$ cat src/rtl/vseg_pkg.sv
package vseg_pkg;

    localparam int VA_W = 32;

    typedef enum logic [2:0] {
        EXC_NONE = 3'd0,
        EXC_MOD  = 3'd1,
        EXC_TLBL = 3'd2,
        EXC_TLBS = 3'd3,
        EXC_ADEL = 3'd4,
        EXC_ADES = 3'd5
    } exc_e;

    typedef enum logic [1:0] {
        ROUTE_FAULT  = 2'd0,
        ROUTE_DIRECT = 2'd1,
        ROUTE_LOOKUP = 2'd2
    } route_e;

    typedef enum logic [1:0] {
        ST_IDLE = 2'd0,
        ST_WAIT = 2'd1,
        ST_RESP = 2'd2
    } state_e;

    typedef struct packed {
        logic [VA_W-1:0] paddr;
        logic [1:0]      perm;
        logic            fault;
        exc_e            exc;
        logic            refill;
    } xres_t;

endpackage

$ cat src/rtl/vseg_decode.sv
module vseg_decode
    import vseg_pkg::*;
#(
    parameter logic [VA_W-1:0] LOW_WIN_BASE  = 32'h8000_0000,
    parameter logic [VA_W-1:0] HIGH_WIN_BASE = 32'hA000_0000
) (
    input  logic [VA_W-1:0] addr,
    input  logic            write,
    input  logic            user,
    input  logic            erl,
    output route_e          route,
    output xres_t           direct
);

    localparam int SEG_MSB = VA_W - 1;
    localparam int SEG_LSB = VA_W - 3;

    logic [2:0] seg;
    assign seg = addr[SEG_MSB:SEG_LSB];

    always_comb begin
        route         = ROUTE_LOOKUP;
        direct.paddr  = '0;
        direct.perm   = 2'b00;
        direct.fault  = 1'b0;
        direct.exc    = EXC_NONE;
        direct.refill = 1'b0;
        if (user && addr[SEG_MSB]) begin
            route        = ROUTE_FAULT;
            direct.fault = 1'b1;
            direct.exc   = write ? EXC_ADES : EXC_ADEL;
        end else begin
            unique casez (seg)
                3'b0??: begin
                    if (erl) begin
                        route        = ROUTE_DIRECT;
                        direct.paddr = addr;
                        direct.perm  = 2'b11;
                    end
                end
                3'b100: begin
                    route        = ROUTE_DIRECT;
                    direct.paddr = addr - LOW_WIN_BASE;
                    direct.perm  = 2'b11;
                end
                3'b101: begin
                    route        = ROUTE_DIRECT;
                    direct.paddr = addr - HIGH_WIN_BASE;
                    direct.perm  = 2'b11;
                end
                default: route = ROUTE_LOOKUP;
            endcase
        end
    end

endmodule

$ cat src/rtl/vseg_resolve.sv
module vseg_resolve
    import vseg_pkg::*;
(
    input  logic            write,
    input  logic            hit,
    input  logic            valid,
    input  logic            dirty,
    input  logic [VA_W-1:0] paddr,
    output xres_t           res
);

    always_comb begin
        res.paddr  = '0;
        res.perm   = 2'b00;
        res.fault  = 1'b1;
        res.exc    = write ? EXC_TLBS : EXC_TLBL;
        res.refill = 1'b0;
        if (!hit) begin
            res.refill = 1'b1;
        end else if (!valid) begin
            res.refill = 1'b0;
        end else if (write && !dirty) begin
            res.exc = EXC_MOD;
        end else begin
            res.fault = 1'b0;
            res.exc   = EXC_NONE;
            res.paddr = paddr;
            res.perm  = {dirty, 1'b1};
        end
    end

endmodule

$ cat src/rtl/vseg_fault_regs.sv
module vseg_fault_regs
    import vseg_pkg::*;
#(
    parameter int              PAGE_BITS = 12,
    parameter int              ASID_W    = 8,
    parameter int              CTX_SPLIT = 23,
    parameter int              CTX_LOW   = 4,
    parameter logic [VA_W-1:0] CTX_RST   = 32'h5A80_0000,
    parameter logic [VA_W-1:0] EHI_RST   = 32'h0000_0037
) (
    input  logic            clk,
    input  logic            rst_n,
    input  logic            load,
    input  logic [VA_W-1:0] addr,
    output logic [VA_W-1:0] bad_vaddr,
    output logic [VA_W-1:0] ctx_reg,
    output logic [VA_W-1:0] ehi_reg
);

    localparam int              PAIR_LSB  = PAGE_BITS + 1;
    localparam int              CTX_SHIFT = PAIR_LSB - CTX_LOW;
    localparam logic [VA_W-1:0] ONE       = {{(VA_W-1){1'b0}}, 1'b1};
    localparam logic [VA_W-1:0] CTX_KEEP  = ~((ONE << CTX_SPLIT) - ONE);
    localparam logic [VA_W-1:0] CTX_LOAD  = ((ONE << CTX_SPLIT) - ONE) & ~((ONE << CTX_LOW) - ONE);
    localparam logic [VA_W-1:0] ASID_KEEP = (ONE << ASID_W) - ONE;
    localparam logic [VA_W-1:0] PAIR_MASK = ~((ONE << PAIR_LSB) - ONE);

    always_ff @(posedge clk or negedge rst_n) begin
        if (!rst_n) begin
            bad_vaddr <= '0;
            ctx_reg   <= CTX_RST;
            ehi_reg   <= EHI_RST;
        end else if (load) begin
            bad_vaddr <= addr;
            ctx_reg   <= (ctx_reg & CTX_KEEP) | ((addr >> CTX_SHIFT) & CTX_LOAD);
            ehi_reg   <= (ehi_reg & ASID_KEEP) | (addr & PAIR_MASK);
        end
    end

endmodule

$ cat src/rtl/vseg_xlate.sv
module vseg_xlate
    import vseg_pkg::*;
#(
    parameter int              PAGE_BITS = 12,
    parameter int              ASID_W    = 8,
    parameter int              CTX_SPLIT = 23,
    parameter int              CTX_LOW   = 4,
    parameter logic [VA_W-1:0] CTX_RST   = 32'h5A80_0000,
    parameter logic [VA_W-1:0] EHI_RST   = 32'h0000_0037
) (
    input  logic            clk,
    input  logic            rst_n,
    input  logic            req_valid,
    output logic            req_ready,
    input  logic [VA_W-1:0] req_addr,
    input  logic            req_write,
    input  logic            req_user,
    input  logic            req_erl,
    output logic            rsp_valid,
    output logic [VA_W-1:0] rsp_paddr,
    output logic [1:0]      rsp_perm,
    output logic            rsp_fault,
    output logic [2:0]      rsp_exc,
    output logic            rsp_refill,
    output logic            tlb_req,
    output logic [VA_W-1:0] tlb_vaddr,
    output logic            tlb_write,
    input  logic            tlb_ack,
    input  logic            tlb_hit,
    input  logic            tlb_valid,
    input  logic            tlb_dirty,
    input  logic [VA_W-1:0] tlb_paddr,
    output logic [VA_W-1:0] bad_vaddr,
    output logic [VA_W-1:0] ctx_reg,
    output logic [VA_W-1:0] ehi_reg
);

    state_e          state_q, state_d;
    logic [VA_W-1:0] addr_q;
    logic            write_q;
    xres_t           res_q, cap_res;
    logic            cap_en;
    logic [VA_W-1:0] cap_addr;
    route_e          route;
    xres_t           direct_res, lookup_res;

    vseg_decode u_decode (
        .addr   (req_addr),
        .write  (req_write),
        .user   (req_user),
        .erl    (req_erl),
        .route  (route),
        .direct (direct_res)
    );

    vseg_resolve u_resolve (
        .write (write_q),
        .hit   (tlb_hit),
        .valid (tlb_valid),
        .dirty (tlb_dirty),
        .paddr (tlb_paddr),
        .res   (lookup_res)
    );

    vseg_fault_regs #(
        .PAGE_BITS (PAGE_BITS),
        .ASID_W    (ASID_W),
        .CTX_SPLIT (CTX_SPLIT),
        .CTX_LOW   (CTX_LOW),
        .CTX_RST   (CTX_RST),
        .EHI_RST   (EHI_RST)
    ) u_fregs (
        .clk       (clk),
        .rst_n     (rst_n),
        .load      (cap_en && cap_res.fault),
        .addr      (cap_addr),
        .bad_vaddr (bad_vaddr),
        .ctx_reg   (ctx_reg),
        .ehi_reg   (ehi_reg)
    );

    // next-state and capture control
    always_comb begin
        state_d = state_q;
        cap_en  = 1'b0;
        unique case (state_q)
            ST_IDLE: begin
                if (req_valid) begin
                    if (route == ROUTE_LOOKUP) begin
                        state_d = ST_WAIT;
                    end else begin
                        state_d = ST_RESP;
                        cap_en  = 1'b1;
                    end
                end
            end
            ST_WAIT: begin
                if (tlb_ack) begin
                    state_d = ST_RESP;
                    cap_en  = 1'b1;
                end
            end
            ST_RESP: state_d = ST_IDLE;
            default: state_d = ST_IDLE;
        endcase
    end

    assign cap_res  = (state_q == ST_WAIT) ? lookup_res : direct_res;
    assign cap_addr = (state_q == ST_WAIT) ? addr_q : req_addr;

    always_ff @(posedge clk or negedge rst_n) begin
        if (!rst_n) begin
            state_q <= ST_IDLE;
        end else begin
            state_q <= state_d;
        end
    end

    always_ff @(posedge clk or negedge rst_n) begin
        if (!rst_n) begin
            addr_q  <= '0;
            write_q <= 1'b0;
            res_q   <= '0;
        end else begin
            if (state_q == ST_IDLE && req_valid) begin
                addr_q  <= req_addr;
                write_q <= req_write;
            end
            if (cap_en) begin
                res_q <= cap_res;
            end
        end
    end

    // outputs decoded from state
    always_comb begin
        req_ready  = (state_q == ST_IDLE);
        tlb_req    = (state_q == ST_WAIT);
        rsp_valid  = (state_q == ST_RESP);
        tlb_vaddr  = addr_q;
        tlb_write  = write_q;
        rsp_paddr  = res_q.paddr;
        rsp_perm   = res_q.perm;
        rsp_fault  = res_q.fault;
        rsp_exc    = res_q.exc;
        rsp_refill = res_q.refill;
    end

endmodule

$ cat config.mk
export PLATFORM = sky130hd
export DESIGN_NAME = vseg_xlate
export DESIGN_NICKNAME = d
export VERILOG_FILES = /design/src/rtl/vseg_pkg.sv /design/src/rtl/vseg_decode.sv /design/src/rtl/vseg_resolve.sv /design/src/rtl/vseg_fault_regs.sv /design/src/rtl/vseg_xlate.sv
export SDC_FILE = /design/constraint.sdc
export NUM_CORES = 1
export LEC_CHECK = 0
export BUFFER_PORTS_ARGS = -buffer_cell sky130_fd_sc_hd__buf_4
export CORE_ASPECT_RATIO = 1.25
export CORE_UTILIZATION = 29
export CTS_CLUSTER_DIAMETER = 50
export DETAILED_ROUTE_END_ITERATION = 8
export GPL_TIMING_DRIVEN = 0
export PLACE_DENSITY_LB_ADDON = 0.25
export SKIP_LAST_GASP = 1
export SYNTH_ARGS = -nofsm -noshare
export SYNTH_HDL_FRONTEND = slang
export SYNTH_SLANG_ARGS = --single-unit
export TNS_END_PERCENT = 10
$ cat constraint.sdc
create_clock -name clk -period 1.92 [get_ports clk]
set_clock_uncertainty 0.15 [all_clocks]
set_input_delay 0 -clock clk [delete_from_list [all_inputs] [get_ports clk]]
set_output_delay 0 -clock clk [all_outputs]
set_load 0.005 [all_outputs]
# ---- Yosys cells after proc, flatten, opt, wreduce, memory -nomap -nowiden
# Cells that the tools add are included.
dict set report word_totals {
  reg_bits 170
  in_bits 74
  out_inout_bits 171
  wordCells 57
}
dict set report op_classes {
  n_addsub 2
  n_eq_ne 7
  n_mux 26
  bitwise 3
  n_reduce_logical 8
}
# operator count
set ops {}
lappend ops {{34-bit case mux with 3 select lines} 1}
lappend ops {{38-bit two-way mux} 2}
lappend ops {{34-bit two-way mux} 2}
lappend ops {{32-bit subtractor (second input constant)} 2}
lappend ops {{39-bit two-way mux} 1}
lappend ops {{35-bit two-way mux} 1}
lappend ops {{33-bit two-way mux} 1}
lappend ops {{32-bit two-way mux} 1}
lappend ops {{32-bit by 23-bit OR with 32-bit output} 1}
lappend ops {{8-bit by 32-bit OR with 32-bit output} 1}
lappend ops {{2-bit two-way mux} 6}
lappend ops {{2-bit case mux with 2 select lines} 2}
lappend ops {{1-bit two-way mux} 7}
lappend ops {{3-bit equality test (second input constant)} 2}
lappend ops {{2-bit equality test (second input constant)} 2}
lappend ops {{1-bit logical AND} 4}
lappend ops {{4-bit two-way mux} 1}
lappend ops {{2-bit by 1-bit equality test with 1-bit output (second input constant)} 1}
lappend ops {{2-bit logical NOT} 1}
lappend ops {{2-bit by 1-bit inequality test with 1-bit output (second input constant)} 1}
lappend ops {{2-bit inequality test (second input constant)} 1}
lappend ops {{1-bit case mux with 2 select lines} 1}
lappend ops {{2-bit AND reduction} 1}
lappend ops {{2-bit OR reduction} 1}
lappend ops {{2 further kinds} 2}

# ---- Longest topological paths before layout
dict set report depth {
  depth_word 9
  mapped_depth 8
  depth_no_buf 7
}

# ---- Hierarchy
# Synthesis repeated with hierarchy kept, for this count alone.
dict set report hier_totals {
  hier_cells 494
  area_unflattened_um2 6258.5
}
# mod n_inst cells_per_inst area_per_inst_um2 seq_area_each_um2
set modules_own_cells {}
lappend modules_own_cells {vseg_xlate 1 253 3490.8 1851.8}
lappend modules_own_cells {vseg_fault_regs 1 134 1833.0 800.8}
lappend modules_own_cells {vseg_resolve 1 48 530.5 0.0}
lappend modules_own_cells {vseg_decode 1 59 404.1 0.0}

# ---- Least setup slack after synthesis
# Ideal clock, no wire load.
dict set report synth_timing {
  path_type {register to register}
  from {reg state_q[1]}
  to {reg res_q, in the netlist rsp_paddr[29]}
  setup_ns 0.126
  arrival_ns 1.735
  t_required_ns 1.644
  setup_slack_ns -0.091
  stages_incl_launch_ff 8
  path_buffers 3
  synth_period_minus_slack_ns 2.011
  cell_sequence {dfrtp_1 -> or3b_1 -> buf_2 -> o31a_1 -> buf_6 -> buf_6 -> a221oi_1 -> nor2_1}
}
dict set report synth_via {
  elab_chain_len 2
  word_cells_on_any_way 4
  classes_between {eq/ne: 1; mux: 2; reduce/logical: 1}
}
# element line_no
set synth_rtl {}
lappend synth_rtl {{start, declared} vseg_xlate.sv:38} ;# state_e state_q, state_d;
lappend synth_rtl {{start signal, assigned} vseg_xlate.sv:115} ;# state_q <= state_d;
lappend synth_rtl {{2-bit by 1-bit equality test with 1-bit output or 2-bit logical NOT (tied branches)} {vseg_xlate.sv:86, vseg_xlate.sv:108}}
lappend synth_rtl {{1-bit case mux with 2 select lines or 39-bit two-way mux (tied branches)} {vseg_xlate.sv:86, vseg_xlate.sv:108}}
lappend synth_rtl {{end signal, assigned} vseg_xlate.sv:130} ;# res_q <= cap_res;
lappend synth_rtl {{end, declared} vseg_xlate.sv:41} ;# xres_t res_q, cap_res;
# Parallel ways exist; a longest one is shown, timed or not.
# A chain may end at the register's enable or synchronous reset.

# ---- Final worst setup path
dict set report layout_timing {
  from {reg state_q[0]}
  to {reg res_q, in the netlist rsp_paddr[18]}
}
# The elaborated chain is that of the path after synthesis.

==> results.yml <==
global_routing:
  overflow: 0
  antenna_found_initial: 0
  use_met3: 0.0338
  grt_busiest_layer: "met2"
  grt_pass1_wl_um: 26300
  met1_usage: 0.214
  first_global_vias: 4869
  grt_usage: 0.184
  grt_start_max_net_pins: 58
  grt.met2_usage: 0.327
logic_synthesis:
  synth_top_area_share: 0.494
  synth_xor_xnor_area_share: 0
  synth-seq-area-share: 0.494
  syn_avg_cell_area_um2: 10.6
  synth_seq_cells: 106
  synth_common_cells: "dfrtp_1 (106), nand2_1 (101), buf_4 (68)"
  netlist_area_um2: 5370
  synthAdderAreaFrac: 0.00699
  synth_edf_count: 0
  synth_compound_area_frac: 0.0970
  muxShareOfSynthArea: 0.142
  synth_top_family_by_area: "multiplexers"
  yosysMostFrequentCell: "dfrtp_1"
  yosysTopAreaCell: "dfrtp_1"
  async_reset_ff_frac: 1.00
  synth_warnings: 0
  synth.area.top_cells: "dfrtp_1 (49%), mux2_2 (14%), buf_4 (9.5%)"
  synthSimpleGateAreaFrac: 0.135
  ys_types: 34
  synth-main-ff-cell: "dfrtp_1"
  synth_cells: 507
clock_network:
  ctsRootBufferMaster: "clkbuf_16"
  cts_tree: "built"
  clockBufferDepth: 2
  clk_pin_slew_ps: 80
  cts_sinks: 106
  cts_made_buffers: 9
  cts_max_level: 3
  insertion_delay_ps: 350
detailed_routing:
  via_count: 4775
  wirelength_um: 17200
  wl_per_cell_um: 15.9
  drcViolationCount: 0
  final_antenna_net_count: 0
  dr.pass1.iters: 4
  drtIter0Drc: 203
  vias_per_cell: 4.43
floorplan:
  fp.dieH_um: 154
  rows: 55
  ios: 245
  dieArea_um2: 19100
  die_w_um: 124
  coreArea_um2: 18100
  start_util: 0.297
placed_design:
  placed_area_um2: 7450
  gp_congestion: 0.751
  dpl.hpwl_um: 11900
  place_ws_ps: -581
  place_inst: 978
  numPortBuffers: 218
timing:
  setup_slack_ps: -131
  hold_viol: 0
  min_period_ps: 2050
  relSlewSlack: 0.519
  fmax_ghz: 0.488
  setup_viol: 72
  worstMarginPinSlew_ps: 722
  finalMaxSlewViolations: 0
  grt_setup_unrepaired: "true"
  hold_ws_ps: 5.72
  period_share: 1.07
  fin_tns_setup_ps: -3860
pwr:
  p_clk_frac: 0.188
  intPower_mw: 7.42
  p_per_area_nw_per_um2: 1220
  p_comb_frac: 0.462
  seqPwrFrac: 0.350
  swShare: 0.308
  ir_drop_uv: 499
  p_switching_mw: 3.30
  p_total_mw: 10.7
  power_leakage_nw: 4.36
outcome:
  violations: "setup timing"
  status: "finished, violations left"
layout:
  drive_gt1_frac: 0.510
  area_growth_pct: 63.5
  utilization: 0.485
  stdcell_area_um2: 8770
  fin_cells: 1079
  antenna_cells: 0
  fin_nets: 923
critical_path:
  cp-start-kind: "flop"
  crit_slowest_cell: "or3b_4"
  worstPathCellList: "or3b_4, o31a_1, buf_6, buf_12, a221oi_4, nor2_1"
  required_ps: 2010
  cpPeakStageDelay_ps: 420
  cp_max_fo: 5
  crit_type: "flop to flop"
  ff2ff_path_depth: 6
  critPathCaptureType: "flop"
  worstPathArrival_ps: 2140
run:
  cap_violations: 0
worst_hold_path:
  min_path_type: "primary input to asynchronous set/reset pin"
-- repair_timing --
action,in CTS,in global routing
buffers inserted,11,2
hold endpoints to repair,207,0
resized for setup,28,13
hold buffers,74,0
endpoints found under the setup margin,93,102
pin swaps,3,7
cloned,2,0
-- critical path, delay by kind of cell (launching register included) --
| family | cells | cell delay [ps] |
|---|---|---|
| AO/OA/AOI/OAI | 2 | 560 |
| buffers and inverters | 2 | 330 |
| flip-flops | 1 | 400 |
| AND/OR/NAND/NOR | 2 | 500 |
-- cells in the final DEF (no fill, tap or decap), types with 2 or more instances in the layout --
| cell type | count |
|---|---|
| buf_4 | 301 |
| dfrtp_1 | 106 |
| nand2_1 | 101 |
| dlygate4sd3_1 | 74 |
| nor2_1 | 67 |
| mux2_2 | 65 |
| a221oi_2 | 28 |
| conb_1 | 26 |
| clkbuf_16 | 9 |
| clkbuf_1 | 8 |
| o21ai_0 | 6 |
| buf_6 | 4 |
| a21oi_1 | 4 |
| inv_1 | 3 |
| buf_2 | 3 |
| nand3_1 | 3 |
| buf_8 | 3 |
| mux2i_1 | 3 |
| a221oi_4 | 3 |
| ha_1 | 3 |
| nor2b_1 | 2 |
| buf_12 | 2 |
| bufinv_16 | 2 |
| buf_16 | 2 |
-- registers in the layout (all words and copies together), names as in the netlist --
name,cells
rsp_exc,3
rsp_fault,1
rsp_paddr,32
rsp_perm,2
rsp_refill,1
state_q,2
tlb_vaddr,32
tlb_write,1
u_fregs.bad_vaddr,32
-- layer usage --
layer | vias to the layer above | share of wire
li1 | 2308 | -
met1 | 2295 | 0.41
met2 | 144 | 0.52
met3 | 28 | 0.046
met4 | 0 | 0.025
met5 | - | 0
-- layout make-up --
class,instances,area [um2]
plain buffers,92,701
clock inverters,6,90.1
well taps,228,285
fillers,1747,9320
inverters,4,17.5
clock buffers,10,229
multi-input cells,327,2260
flip-flops and latches,106,2650
repair buffers,306,2540
-- final timing paths --
path / slack [ps] / to / from
worst max-delay path: -130 / rsp_paddr[18] / state_q[0]
worst min-delay path: 6 / u_fregs.bad_vaddr[29] / rst_n
worst max register to register: -130 / rsp_paddr[18] / state_q[0]
worst min register to register: 330 / rsp_exc[2] / rsp_exc[2]
max in group asynchronous: 960 / tlb_vaddr[20] / rst_n
min in group clk: 20 / rsp_paddr[29] / req_addr[29]
-- power by group through the flow --
stage	Combinational (mW)	Clock [mW]	Sequential (mW)
after global routing	5.40	2.17	3.89
final	4.96	2.02	3.75
after CTS	5.00	2.09	3.77
after detailed placement	4.72	0	3.81
after floorplan	2.01	0	3.79
after global placement	4.67	0	3.78
-- cells by family after synthesis --
logic type / count (synthesis)
simple gates: 181
flops: 106
buf+inv: 98
mux: 68
compound gates: 49
fa+ha+maj: 3
other cells: 2
No activity file was read; power rests on OpenSTA's default activity.
